### src/rtl/core_wdog_pkg.sv
package core_wdog_pkg;
  localparam int ADDR_W = 3;
  localparam int DATA_W = 32;

  typedef enum logic [ADDR_W-1:0] {
    REG_LOAD  = 3'd0,
    REG_COUNT = 3'd1,
    REG_CTRL  = 3'd2,
    REG_IFLAG = 3'd3,
    REG_RFLAG = 3'd4,
    REG_UNLK  = 3'd5
  } regIdx_e;

  localparam int BIT_EN  = 0;
  localparam int BIT_AR  = 1;
  localparam int BIT_IE  = 2;
  localparam int BIT_WD  = 3;
  localparam int PRE_LSB = 8;

  localparam logic [DATA_W-1:0] KEY_FIRST  = 32'h1234_5678;
  localparam logic [DATA_W-1:0] KEY_SECOND = 32'h8765_4321;

  typedef enum logic {UNL_IDLE, UNL_ARMED} unlock_e;

  // strobes from control to datapath
  typedef struct packed {
    logic loadStrobe;
    logic run;
    logic autoReload;
  } dpStrobe_t;
endpackage

### src/rtl/core_wdog_dpath.sv
module core_wdog_dpath
  import core_wdog_pkg::*;
#(
  parameter int CNT_W = 32,
  parameter int PRE_W = 8
) (
  input  logic             clk,
  input  logic             rstN,
  input  dpStrobe_t        strobe,
  input  logic [CNT_W-1:0] loadVal,
  input  logic [PRE_W-1:0] prescale,
  output logic [CNT_W-1:0] count,
  output logic             expire
);
  logic [CNT_W-1:0] cntReg;
  logic [PRE_W-1:0] psCnt;
  logic             tick;
  logic             atZero;

  assign tick   = strobe.run && (psCnt >= prescale);
  assign atZero = (cntReg == '0);
  assign expire = tick && atZero && !strobe.loadStrobe;
  assign count  = cntReg;

  always_ff @(posedge clk) begin
    if (!rstN) begin
      cntReg <= '0;
      psCnt  <= '0;
    end else if (strobe.loadStrobe) begin
      cntReg <= loadVal;
      psCnt  <= '0;
    end else if (strobe.run) begin
      if (tick) begin
        psCnt <= '0;
        if (atZero) begin
          if (strobe.autoReload) cntReg <= loadVal;
        end else begin
          cntReg <= cntReg - 1'b1;
        end
      end else begin
        psCnt <= psCnt + 1'b1;
      end
    end
  end
endmodule

### src/rtl/core_wdog_ctrl.sv
module core_wdog_ctrl
  import core_wdog_pkg::*;
#(
  parameter int CNT_W = 32,
  parameter int PRE_W = 8
) (
  input  logic              clk,
  input  logic              rstN,
  input  logic              busSel,
  input  logic              busWrite,
  input  logic [ADDR_W-1:0] busAddr,
  input  logic [DATA_W-1:0] busWdata,
  output logic [DATA_W-1:0] busRdata,
  input  logic [CNT_W-1:0]  count,
  input  logic              expire,
  output dpStrobe_t         strobe,
  output logic [CNT_W-1:0]  loadVal,
  output logic [PRE_W-1:0]  prescale,
  output logic              wdMode,
  output logic              irq,
  output logic              rstReq
);
  logic [CNT_W-1:0] loadReg;
  logic             enReg, arReg, ieReg, wdReg, iFlag, rFlag;
  logic [PRE_W-1:0] preReg;
  unlock_e          unlockSt;

  logic wrAcc, loadWr, ctrlWr, iFlagWr, rFlagWr, unlkWr, unlockHit;

  assign wrAcc   = busSel && busWrite;
  assign loadWr  = wrAcc && (busAddr == REG_LOAD);
  assign ctrlWr  = wrAcc && (busAddr == REG_CTRL);
  assign iFlagWr = wrAcc && (busAddr == REG_IFLAG);
  assign rFlagWr = wrAcc && (busAddr == REG_RFLAG);
  assign unlkWr  = wrAcc && (busAddr == REG_UNLK);
  assign unlockHit = unlkWr && (busWdata == KEY_SECOND) && (unlockSt == UNL_ARMED);

  assign strobe.loadStrobe = loadWr;
  assign strobe.run        = enReg;
  assign strobe.autoReload = arReg;
  assign loadVal  = loadWr ? busWdata[CNT_W-1:0] : loadReg;
  assign prescale = preReg;
  assign wdMode   = wdReg;
  assign irq      = iFlag && ieReg && !wdReg;
  assign rstReq   = rFlag;

  always_ff @(posedge clk) begin
    if (!rstN) loadReg <= '0;
    else if (loadWr) loadReg <= busWdata[CNT_W-1:0];
  end

  always_ff @(posedge clk) begin
    if (!rstN) begin
      enReg  <= 1'b0;
      arReg  <= 1'b0;
      ieReg  <= 1'b0;
      preReg <= '0;
    end else if (ctrlWr) begin
      enReg  <= busWdata[BIT_EN];
      arReg  <= busWdata[BIT_AR];
      ieReg  <= busWdata[BIT_IE];
      preReg <= busWdata[PRE_LSB +: PRE_W];
    end else if (expire && !arReg) begin
      enReg  <= 1'b0;
    end
  end

  // mode: one write to enter, keyed pair to leave
  always_ff @(posedge clk) begin
    if (!rstN) wdReg <= 1'b0;
    else if (ctrlWr && busWdata[BIT_WD]) wdReg <= 1'b1;
    else if (unlockHit) wdReg <= 1'b0;
  end

  always_ff @(posedge clk) begin
    if (!rstN) unlockSt <= UNL_IDLE;
    else if (busSel) begin
      if (unlkWr && (busWdata == KEY_FIRST)) unlockSt <= UNL_ARMED;
      else unlockSt <= UNL_IDLE;
    end
  end

  always_ff @(posedge clk) begin
    if (!rstN) iFlag <= 1'b0;
    else if (expire && !wdReg) iFlag <= 1'b1;
    else if (iFlagWr && busWdata[0]) iFlag <= 1'b0;
  end

  always_ff @(posedge clk) begin
    if (!rstN) rFlag <= 1'b0;
    else if (expire && wdReg) rFlag <= 1'b1;
    else if (rFlagWr && busWdata[0]) rFlag <= 1'b0;
  end

  always_comb begin
    busRdata = '0;
    case (busAddr)
      REG_LOAD:  busRdata[CNT_W-1:0] = loadReg;
      REG_COUNT: busRdata[CNT_W-1:0] = count;
      REG_CTRL: begin
        busRdata[BIT_EN] = enReg;
        busRdata[BIT_AR] = arReg;
        busRdata[BIT_IE] = ieReg;
        busRdata[BIT_WD] = wdReg;
        busRdata[PRE_LSB +: PRE_W] = preReg;
      end
      REG_IFLAG: busRdata[0] = iFlag;
      REG_RFLAG: busRdata[0] = rFlag;
      default:   busRdata = '0;
    endcase
  end
endmodule

### src/rtl/core_wdog_timer.sv
module core_wdog_timer
  import core_wdog_pkg::*;
#(
  parameter int CNT_W = 32,
  parameter int PRE_W = 8
) (
  input  logic              clk,
  input  logic              rstN,
  input  logic              busSel,
  input  logic              busWrite,
  input  logic [ADDR_W-1:0] busAddr,
  input  logic [DATA_W-1:0] busWdata,
  output logic [DATA_W-1:0] busRdata,
  output logic              irq,
  output logic              rstReq
);
  dpStrobe_t        dpStrobe;
  logic [CNT_W-1:0] loadVal;
  logic [PRE_W-1:0] prescale;
  logic [CNT_W-1:0] count;
  logic             expire;
  logic             wdMode;

  core_wdog_ctrl #(.CNT_W(CNT_W), .PRE_W(PRE_W)) ctrl_i (
    .clk(clk), .rstN(rstN), .busSel(busSel), .busWrite(busWrite),
    .busAddr(busAddr), .busWdata(busWdata), .busRdata(busRdata),
    .count(count), .expire(expire), .strobe(dpStrobe), .loadVal(loadVal),
    .prescale(prescale), .wdMode(wdMode), .irq(irq), .rstReq(rstReq)
  );

  core_wdog_dpath #(.CNT_W(CNT_W), .PRE_W(PRE_W)) dpath_i (
    .clk(clk), .rstN(rstN), .strobe(dpStrobe), .loadVal(loadVal),
    .prescale(prescale), .count(count), .expire(expire)
  );
endmodule

### config.mk
export PLATFORM = sky130hd
export DESIGN_NAME = core_wdog_timer
export DESIGN_NICKNAME = d
export VERILOG_FILES = /design/src/rtl/core_wdog_pkg.sv /design/src/rtl/core_wdog_dpath.sv /design/src/rtl/core_wdog_ctrl.sv /design/src/rtl/core_wdog_timer.sv
export SDC_FILE = /design/constraint.sdc
export NUM_CORES = 1
export LEC_CHECK = 0
export ABC_AREA = 1
export BUFFER_PORTS_ARGS = -buffer_cell sky130_fd_sc_hd__buf_2
export CORE_MARGIN = 2
export CORE_UTILIZATION = 40
export CTS_BUF_LIST = sky130_fd_sc_hd__clkbuf_8
export CTS_CLUSTER_SIZE = 10
export DETAILED_ROUTE_END_ITERATION = 10
export PLACE_DENSITY_LB_ADDON = 0.05
export SLEW_MARGIN = 20
export SYNTH_ARGS = -nofsm -noshare
export SYNTH_HDL_FRONTEND = slang
export SYNTH_HIERARCHICAL = 1
export SYNTH_SLANG_ARGS = --single-unit
export TNS_END_PERCENT = 50
### constraint.sdc
create_clock -name clk -period 3.4 [get_ports clk]
set_input_delay 0.34 -clock clk [delete_from_list [all_inputs] [get_ports clk]]
set_output_delay 0.34 -clock clk [all_outputs]
set_load 0.1 [all_outputs]
==> run metrics <==
status=completed; drt first pass iters=5; Peak Freq=0.413 GHz; critical path's largest stage delay=500 ps; Seq cells post-synth=87; Top Ports=73; Routed WL per cell=15.3 µm; CP max FO=60; sequential share of the synthesized area=28.3%; via count=6,136; Synth Warn #=6; Max clock buf depth=2; # nets final=1,110; crit-path cells=inv_1 > ha_1 > a21oi_1 > nor2_1 > nor2_1 > nand3_1 > nand2_1 > nand2_1 > nand2_2 > buf_4 > nand2_1 > nand2_1 > nor2_1; clk sinks=87; first-pass GRT wire length=30.7 mm; clock transition at the registers of the reported paths=90 ps; Mean Syn Cell Area=6.09 µm²; Core Region=0.0151 mm²; final WL=19.2 mm; DP Worst Slack=866 ps; gr ovfl total=0; share of cells above drive strength 1=13.6%; # setup viols final=0; row cnt=45; Final WS setup=978 ps; CP Data Required Time=3680 ps; initial antenna violation count=0; CTS Root Buffer Type=clkbuf_8; Max transition margin=28.9%; post-cts resize count=0; final period utilization=71.2%; vias in the first global route=5,833; skew final=8.75 ps; worst min-delay path class=in2reg; Synth Net Count=1,061; PortBufs=72; dpl cells=1,237; largest net degree at the start of global routing=61; CTS buffer count=9; die height=128 µm; commonest cells after routing, fill and taps aside=nand2_1, inv_1, nor2_1, dfxtp_1, buf_2; Arr. time, crit path=2700 ps; worst path bufs/invs=2; ANT nets after route=0; cts hold-fix bufs=0; die area=0.0164 mm²; dpl hpwl=14.2 mm; total power=0.00288 W; Slew Limit Fails=0; final cell count without fillers=1,252; synth unique cells=33; max cap viols=0; Max stage delay cell, worst path=buf_4; RSZ-0062 raised after global routing=false; All-Layer GR Usage=24.3%; r2r setup slk=980 ps; Worst VDD drop=316 µV; CP top delay family=simple AND/OR/NAND/NOR gates; total power divided by cell area=425 mW/mm²; H-tree levels=3; Clock Latency Late Sink=380 ps; Cell Area, Synth=0.00615 mm²; Slew @ Worst Pin=1070 ps; Post-Syn Instances=1,011; Final Hold Viols=0; Initial Utilization=40.8%; Worst Setup End Kind=register; Setup CP Type=reg2reg; gpl congestion=0.860; setup bufs post-CTS=0; Final min period=2420 ps; setup TNS=0 ps; number of diodes=0; CTS tree=built; Startpoint Class=register; leakage power total=3.55 nW; Area Overhead vs Synth=10.2%; most common cell after layout, fill and taps aside=nand2_1; hold slack=216 ps; Initial DRC Count=418; Die W=128 µm; crit-path most repeated cell=nand2_1; via/cell ratio=4.90; number of remaining DRC errors=0
==> metal layers <==
layer | share of wire (%) | wire (µm) | GRT usage, %
met1 | 49 | 9360 | 32.8
met2 | 44 | 8380 | 38.6
met3 | 4.4 | 852 | 4.01
met4 | 3.0 | 580 | 9.83
met5 | 0 | 0 | 0
==> power breakdown <==
group	total (W)	switching, W	internal [W]	leakage, nW
Clock	0.000964	0.000406	0.000558	0.129
Combinational	0.000842	0.000593	0.000250	2.71
Sequential	0.00108	0.0000299	0.00105	0.704
Total	0.00288	0.00103	0.00185	3.55
==> registers in the layout, summed over array words and instances (netlist names) <==
register and flops:
ctrl_i/arReg 1, ctrl_i/ieReg 1, ctrl_i/unlockSt 1, ctrl_i/wdMode 1
dpath_i/count 32, dpath_i/psCnt 8, ctrl_i/prescale 8, ctrl_i/enReg 1
ctrl_i/rstReq 1, ctrl_i/loadReg 32, ctrl_i/iFlag 1
==> stage by stage <==
step	utilization, %	cell area (µm²)
after floorplan	-	6150
after detailed placement	43.2	6520
after global placement	43.2	6520
after global routing	44.9	6780
final	44.9	6780
after CTS	44.9	6780
==> layout make-up <==
class                   instances  area (µm²)
fillers                      1700        8310
repair buffers                 79         413
clock inverters                 6         134
multi-input cells             719        3520
clock buffers                   9         124
flip-flops and latches         87        1740
well taps                     188         235
inverters                     164         616
==> synthesized netlist by cell type (all sizes together) <==
master | count | area (µm²)
a211oi | 31 | 383
a21o | 1 | 7.51
a21oi | 54 | 270
and3 | 1 | 6.26
buf | 33 | 246
clkbuf | 8 | 30.0
dfxtp | 87 | 1740
ha | 11 | 138
inv | 164 | 616
nand2 | 320 | 1220
nand3 | 37 | 185
nand3b | 2 | 15.0
nand4 | 11 | 68.8
nor2 | 158 | 643
nor3 | 8 | 40.0
nor3b | 1 | 7.51
o211a | 1 | 10.0
o211ai | 9 | 67.6
o21ai | 53 | 277
o221ai | 2 | 17.5
xnor2 | 1 | 8.76
xor2 | 18 | 158
==> final timing paths <==
kind	from	end	cells after the start
max	ctrl_i/prescale[5]$_SDFFE_PN0P_	dpath_i/count[22]$_SDFFE_PN0P_	13
min	busSel	ctrl_i/unlockSt$_SDFFE_PN0P_	4
max reg2reg	ctrl_i/prescale[5]$_SDFFE_PN0P_	dpath_i/count[22]$_SDFFE_PN0P_	13
min reg2reg	ctrl_i/unlockSt$_SDFFE_PN0P_	ctrl_i/unlockSt$_SDFFE_PN0P_	2
==> kinds of logic (layout without fill, tap and decap cells) <==
kind of cell | Yosys count | in the layout | share of synthesized area [%]
and+or+nand+nor | 538 | 538 | 35.5
buffers and inverters | 205 | 258 | 14.5
AOI/OAI and AO/OA | 151 | 151 | 16.8
DFF | 87 | 87 | 28.3
xor gates and xnor gates | 19 | 19 | 2.70
adders and majority gates | 11 | 11 | 2.24
==> worst min-delay path: cells and delay by family <==
family / cells / cell delay [ps]
buffers and inverters: 2 / 120
and+or+nand+nor: 1 / 40
AOI/OAI and AO/OA: 1 / 50
Note: power is estimated with default switching activity, not from simulation.
